### src/rtl/sclk_gen_pkg.sv
package sclk_gen_pkg;

    localparam int DEF_PRE_W = 13;
    localparam int DEF_CYC_W = 6;

    typedef enum logic [1:0] {
        DRV_IDLE   = 2'd0,
        DRV_DIV    = 2'd1,
        DRV_HALF   = 2'd2,
        DRV_BYPASS = 2'd3
    } drive_mode_e;

    // How the output is driven in the coming cycle
    function automatic drive_mode_e pick_mode(input logic run_req,
                                              input logic bypass,
                                              input logic single_tick);
        if (!run_req)         return DRV_IDLE;
        else if (bypass)      return DRV_BYPASS;
        else if (single_tick) return DRV_HALF;
        else                  return DRV_DIV;
    endfunction

endpackage

### src/rtl/sclk_prescale.sv
module sclk_prescale #(
    parameter int W = 13
) (
    input  logic         clk,
    input  logic         rst,
    input  logic         advance,
    input  logic [W-1:0] limit,
    output logic [W-1:0] cnt_d,
    output logic         wrap
);
    logic [W-1:0] cnt_q;

    always_comb begin
        wrap = advance && (cnt_q == limit);
        if (!advance)  cnt_d = '0;
        else if (wrap) cnt_d = '0;
        else           cnt_d = cnt_q + 1'b1;
    end

    always_ff @(posedge clk) begin
        if (rst) cnt_q <= '0;
        else     cnt_q <= cnt_d;
    end
endmodule

### src/rtl/sclk_cycle.sv
module sclk_cycle #(
    parameter int W = 6
) (
    input  logic         clk,
    input  logic         rst,
    input  logic         advance,
    input  logic         step,
    input  logic [W-1:0] limit,
    output logic [W-1:0] cnt_d
);
    logic [W-1:0] cnt_q;

    always_comb begin
        if (!advance)             cnt_d = '0;
        else if (!step)           cnt_d = cnt_q;
        else if (cnt_q >= limit)  cnt_d = '0;
        else                      cnt_d = cnt_q + 1'b1;
    end

    always_ff @(posedge clk) begin
        if (rst) cnt_q <= '0;
        else     cnt_q <= cnt_d;
    end
endmodule

### src/rtl/sclk_wave.sv
module sclk_wave
    import sclk_gen_pkg::*;
#(
    parameter int PRE_W = 13,
    parameter int CYC_W = 6
) (
    input  logic              clk,
    input  logic              rst,
    input  drive_mode_e       mode,
    input  logic [PRE_W-1:0]  pcnt_d,
    input  logic [CYC_W-1:0]  ccnt_d,
    input  logic [PRE_W-1:0]  pre_m1,
    input  logic [CYC_W-1:0]  high_m1,
    output logic              wave_q,
    output logic              rise_q,
    output logic              fall_q
);
    localparam int HW = PRE_W + 1;

    logic [HW-1:0] half_lim;
    logic          level_d;

    // ceil(P/2) with P = pre_m1 + 1
    assign half_lim = ({1'b0, pre_m1} + HW'(2)) >> 1;

    always_comb begin
        unique case (mode)
            DRV_DIV:  level_d = (ccnt_d <= high_m1);
            DRV_HALF: level_d = ({1'b0, pcnt_d} < half_lim);
            default:  level_d = 1'b0;
        endcase
    end

    always_ff @(posedge clk) begin
        if (rst) begin
            wave_q <= 1'b0;
            rise_q <= 1'b0;
            fall_q <= 1'b0;
        end else begin
            wave_q <= level_d;
            rise_q <= level_d && !wave_q;
            fall_q <= !level_d && wave_q;
        end
    end
endmodule

### src/rtl/sclk_gen.sv
module sclk_gen
    import sclk_gen_pkg::*;
#(
    parameter int PRE_W = DEF_PRE_W,
    parameter int CYC_W = DEF_CYC_W
) (
    input  logic             clk,
    input  logic             rst,
    input  logic             en,
    input  logic             cfg_bypass,
    input  logic [PRE_W-1:0] cfg_pre_m1,
    input  logic [CYC_W-1:0] cfg_cyc_m1,
    input  logic [CYC_W-1:0] cfg_high_m1,
    input  logic [CYC_W-1:0] cfg_low_m1,
    output logic             sclk,
    output logic             sclk_rise,
    output logic             sclk_fall
);
    logic             run_q;
    logic             byp_q;
    logic [PRE_W-1:0] pre_q;
    logic [CYC_W-1:0] cyc_q, high_q, low_q;

    logic             byp_eff;
    logic [PRE_W-1:0] pre_eff;
    logic [CYC_W-1:0] cyc_eff, high_eff, low_eff, lim_eff;
    logic             advance, wrap, byp_run;
    logic [PRE_W-1:0] pcnt_d;
    logic [CYC_W-1:0] ccnt_d;
    logic             wave_q, rise_q, fall_q;
    drive_mode_e      mode;

    // Configuration is captured while idle and frozen while running
    always_ff @(posedge clk) begin
        if (rst) begin
            run_q  <= 1'b0;
            byp_q  <= 1'b0;
            pre_q  <= '0;
            cyc_q  <= '0;
            high_q <= '0;
            low_q  <= '0;
        end else begin
            run_q <= en;
            if (!run_q) begin
                byp_q  <= cfg_bypass;
                pre_q  <= cfg_pre_m1;
                cyc_q  <= cfg_cyc_m1;
                high_q <= cfg_high_m1;
                low_q  <= cfg_low_m1;
            end
        end
    end

    assign byp_eff  = run_q ? byp_q  : cfg_bypass;
    assign pre_eff  = run_q ? pre_q  : cfg_pre_m1;
    assign cyc_eff  = run_q ? cyc_q  : cfg_cyc_m1;
    assign high_eff = run_q ? high_q : cfg_high_m1;
    assign low_eff  = run_q ? low_q  : cfg_low_m1;
    assign lim_eff  = (low_eff < cyc_eff) ? low_eff : cyc_eff;

    assign advance = en && run_q && !byp_eff;
    assign mode    = pick_mode(en, byp_eff, lim_eff == '0);
    assign byp_run = run_q && byp_q;

    sclk_prescale #(.W(PRE_W)) u_pre (
        .clk     (clk),
        .rst     (rst),
        .advance (advance),
        .limit   (pre_eff),
        .cnt_d   (pcnt_d),
        .wrap    (wrap)
    );

    sclk_cycle #(.W(CYC_W)) u_cyc (
        .clk     (clk),
        .rst     (rst),
        .advance (advance),
        .step    (wrap),
        .limit   (lim_eff),
        .cnt_d   (ccnt_d)
    );

    sclk_wave #(.PRE_W(PRE_W), .CYC_W(CYC_W)) u_wave (
        .clk     (clk),
        .rst     (rst),
        .mode    (mode),
        .pcnt_d  (pcnt_d),
        .ccnt_d  (ccnt_d),
        .pre_m1  (pre_eff),
        .high_m1 (high_eff),
        .wave_q  (wave_q),
        .rise_q  (rise_q),
        .fall_q  (fall_q)
    );

    assign sclk      = byp_run ? clk : wave_q;
    assign sclk_rise = byp_run | rise_q;
    assign sclk_fall = byp_run | fall_q;
endmodule

### config.mk
export PLATFORM = sky130hd
export DESIGN_NAME = sclk_gen
export DESIGN_NICKNAME = d
export VERILOG_FILES = /design/src/rtl/sclk_gen_pkg.sv /design/src/rtl/sclk_prescale.sv /design/src/rtl/sclk_cycle.sv /design/src/rtl/sclk_wave.sv /design/src/rtl/sclk_gen.sv
export SDC_FILE = /design/constraint.sdc
export NUM_CORES = 1
export LEC_CHECK = 0
export BUFFER_PORTS_ARGS = -buffer_cell sky130_fd_sc_hd__buf_2
export CELL_PAD_IN_SITES_DETAIL_PLACEMENT = 1
export CELL_PAD_IN_SITES_GLOBAL_PLACEMENT = 1
export CORE_MARGIN = 2
export CORE_UTILIZATION = 35
export CTS_BUF_LIST = sky130_fd_sc_hd__clkbuf_8
export CTS_CLUSTER_SIZE = 40
export DETAILED_ROUTE_END_ITERATION = 10
export GPL_TIMING_DRIVEN = 0
export PLACE_DENSITY = 0.63
export SLEW_MARGIN = 20
export SYNTH_ARGS = -nofsm -noshare
export SYNTH_HDL_FRONTEND = slang
export SYNTH_SLANG_ARGS = --single-unit
### constraint.sdc
create_clock -name clk -period 6.79 [get_ports clk]
set_input_delay 1.0185 -clock clk [delete_from_list [all_inputs] [get_ports clk]]
set_output_delay 1.0185 -clock clk [all_outputs]
set_load 0.01 [all_outputs]
After elaboration in Yosys (flattened, before gate mapping)
Cells that the tools add are included.
- eq/ne operators: 3
- mux-type cells: 16
- $lt $le $gt $ge: 4
- reduce and logical (&&, ||, !) cells: 10
- bitwise operators: 2
- add/subtract/negate cells: 3
- operators with widths (cell ; number):
    two-way mux 6 bit ; 7
    two-way mux 13 bit ; 3
    adder 13 x 2 -> 14 bit (second input constant) ; 1
    adder 13 x 1 -> 13 bit (second input constant) ; 1
    equality test 13 bit ; 1
    less-than comparator 13 bit ; 1
    adder 6 x 1 -> 6 bit (second input constant) ; 1
    >= comparator 6 bit ; 1
    less-or-equal comparator 6 bit ; 1
    logical AND 1 bit ; 6
    zero test 6 bit ; 1
    less-than comparator 6 bit ; 1
    two-way mux 2 bit ; 3
    zero test 1 bit ; 3
    equality test 2 x 1 -> 1 bit (second input constant) ; 1
    equality test 2 bit (second input constant) ; 1
    two-way mux 1 bit ; 2
    bitwise OR 1 bit ; 2
    one-hot mux 1 bit (2 select lines) ; 1
- logic and storage cells: 49
- bits in registers: 55
- bits of input ports: 35

Logic depth before layout (Yosys ltp)
- word-level depth: 11
- mapped depth: 26
- gate-level depth less buffers: 21

Modules after synthesis
A second synthesis with hierarchy kept.
- cells, all modules: 385
- area, all modules: 3534.6 µm²
- by module, submodules not included (module ; area each (µm²) ; cells each ; times used):
    sclk_gen ; 1526.5 ; 150 ; 1
    sclk_prescale ; 827.0 ; 97 ; 1
    sclk_wave ; 720.7 ; 86 ; 1
    sclk_cycle ; 460.4 ; 52 ; 1

==> run_results.csv <==
group,metric,value,unit
placed_design,place_congestion,0.773,
synth,synth-adder-area-share,11.3,%
detailed_routing,vias_per_cell,5.11,
power,pwr-share-comb,18.5,%
floorplanning,pin_count,38,
power,clkPwrFrac,38.9,%
placed_design,place_ws,1080,ps
critical_path,end_kind,"flip-flop",
floorplanning,dieArea,11000,sq um
timing,layout_min_cycle_time,5630,ps
synth,synthXorXnorAreaFrac,8.62,%
detailed_routing,drt_iter0_drc,77,
timing,worst_clock_skew,13.3,ps
layout,nFillCells,1197,
floorplanning,fp-row-count,36,
timing,setup_viol,0,
power,vdd_drop_max,90.1,uV
timing,whs,522,ps
power,p_leak,1.73,nW
layout,drive_above_1_share,17.8,%
synth,seq_area_frac_synth,31.0,%
synth,netlist_area,3560,sq um
timing,fin_ws,1160,ps
layout,insertedDiodeCount,0,
detailed_routing,wire_per_inst,16.3,um
global_routing,grt_pass1_wl,15900,um
run,maxCapViolations,0,
layout,area_growth,14.6,%
synth,ys_types,58,
timing,slew_viol_final,0,
timing,worstMarginPinSlew,688,ps
layout,final_cell_mix,"66 x nor2_1, 55 x dfxtp_1, 38 x buf_2",
power,p_sw_share,27.3,%
layout,final_util,41.5,%
synth,synth_simple_gate_area_share,22.7,%
power,internal_power,0.585,mW
detailed_routing,drc,0,
synth,synth_compound_area_share,9.92,%
global_routing,first_global_vias,3166,
detailed_routing,dr_wl_met2,4120,um
synth,synth_edf_count,0,
layout,final_common_cell,"nor2_1",
synth,synth-main-ff-cell,"dfxtp_1",
critical_path,cp.required,7130,ps
synth,muxShareOfSynthArea,12.3,%
timing,finalCritPeriodShare,83.0,%
synth,synth-async-reset-ratio,0,%
status,status,"completed",
critical_path,cp_max_fo,10,
placed_design,dp.cells,571,
global_routing,antenna_found_initial,0,
detailed_routing,ant_nets,0,
global_routing,grt_max_degree,17,
placed_design,port_buffers,36,
power,pwr_density_cell,198,nW/um^2
detailed_routing,wl_met1,4920,um
floorplanning,die-height,105,um
timing,setup_tns,0,ps
detailed_routing,met3_length,276,um
layout,layout.cells.non_filler,582,
global_routing,track_usage,18.4,%
placed_design,dp_hpwl,7590,um
synth,ys_seq_elements,55,
synth,synth_top_family_by_area,"simple AND/OR/NAND/NOR gates",
clocking,cts_hold_buf,0,
hold_path,hp-class,"flip-flop to flip-flop",
critical_path,crit_arrival,5970,ps
global_routing,grt-ovfl-total,0,
synth,syn_avg_cell_area,8.85,sq um
detailed_routing,first_pass_iters,4,
detailed_routing,highest_layer,"met4",
clocking,clk_pin_slew_worst_paths,110,ps
clocking,worstSkewPairLatency,440,ps
floorplanning,initial_core_util,36.2,%
floorplanning,die_x,105,um
critical_path,crit_type,"flip-flop to flip-flop",
timing,finalHoldViolations,0,
floorplanning,core_area,9820,sq um
detailed_routing,wl,9500,um
clocking,cts_tree,"done",
synth,synth_cells,402,
critical_path,worstSetupStartpointType,"flip-flop",
synth,yosys_warnings,0,
clocking,post_cts_resize_count,0,
power,p_switching,0.220,mW
timing,rsz0062_at_grt,"no",
timing,slew_headroom,54.2,%
timing,max_freq,0.177,GHz
layout,nets,515,
detailed_routing,via_count,2976,
power,p_seq_share,42.6,%
clocking,cts_setup_buffers,0,
synth,syn_nets,469,
## per-layer routing
metal,vias up,global-route usage (%)
met5,-,0
met3,11,4.12
met4,0,6.95
met2,44,27.9
li1,1496,-
met1,1425,25.4
## power groups by stage
stage          clock [mW]  sequential (mW)  combinational [mW]
2_1_floorplan     0.00168            0.349               0.105
3_3_place_gp      0.00244            0.350               0.144
3_5_place_dp      0.00244            0.351               0.150
4_1_cts             0.324            0.343               0.150
5_1_grt             0.337            0.345               0.168
6_report            0.313            0.343               0.149
## worst max-delay path: stages (launching register included)
cell and delay (ps):
dfxtp_1 340, buf_6 160, buf_12 180, buf_12 150, buf_8 140, mux2i_1 330, inv_1 130, ha_1 330
nand3b_1 90, a31o_1 250, nand2_1 100, clkbuf_1 290, o21ai_0 140, ha_1 310, a21o_1 160, a211o_1 320
a21oi_1 430, nand3_1 170, a21oi_1 260, ha_1 290, a21o_1 180, a21oi_1 150, a21oi_1 120, a211o_2 300
o32ai_1 220
## cell type report
type,count,area (sq um),share of cell area (%)
Multi-Input combinational cell,323,2300,56.5
Sequential cell,55,1100,27.0
Timing Repair Buffer,35,175,4.30
Tap cell,133,166,4.08
Clock buffer,9,115,2.82
Buffer,14,114,2.79
Clock inverter,3,63.8,1.56
Inverter,10,37.5,0.921
## synth_stat cells, drive strengths merged, types with 7 or more instances
cell | instances | area share (%)
nand3 | 19 | 2.8
nand4 | 10 | 1.8
ha | 32 | 11
buf | 8 | 2.6
nand2 | 32 | 3.4
mux2i | 28 | 9.5
o21ai | 8 | 1.1
and2 | 8 | 1.4
o22ai | 7 | 1.2
nor2 | 66 | 7.0
a21oi | 11 | 1.5
mux2 | 7 | 2.2
xnor2 | 12 | 3.0
dfxtp | 55 | 31
xor2 | 23 | 5.7
inv | 10 | 1.1
## cell families after synthesis
| kind of cell | count (synthesis) |
|---|---|
| xor+xnor | 35 |
| simple gates | 169 |
| fa+ha+maj | 32 |
| buf+inv | 24 |
| flops | 55 |
| mux | 36 |
| compound gates | 51 |
## worst paths after layout
path / slack (ps) / endpoint / cells past startpoint / from
worst max register to register: 1160 / u_wave.rise_q$_SDFF_PP0_ / 24 / run_q$_SDFF_PP0_
worst max-delay path: 1160 / u_wave.rise_q$_SDFF_PP0_ / 24 / run_q$_SDFF_PP0_
worst min register to register: 520 / high_q[5]$_SDFF_PP0_ / 2 / high_q[5]$_SDFF_PP0_
worst min-delay path: 520 / high_q[5]$_SDFF_PP0_ / 2 / high_q[5]$_SDFF_PP0_
## stage by stage
stage	total power, mW	area (sq um)
2_1_floorplan	0.456	3560
3_3_place_gp	0.496	3900
3_5_place_dp	0.503	3900
4_1_cts	0.818	4080
5_1_grt	0.849	4080
6_report	0.805	4080
## registers in the layout, indices dropped and copies added, names as in the netlist
name           count
byp_q              1
cyc_q              6
high_q             6
low_q              6
pre_q             13
run_q              1
u_cyc.cnt_q        6
u_pre.cnt_q       13
u_wave.fall_q      1
u_wave.rise_q      1
u_wave.wave_q      1
No activity file was read; power rests on OpenSTA's default activity.
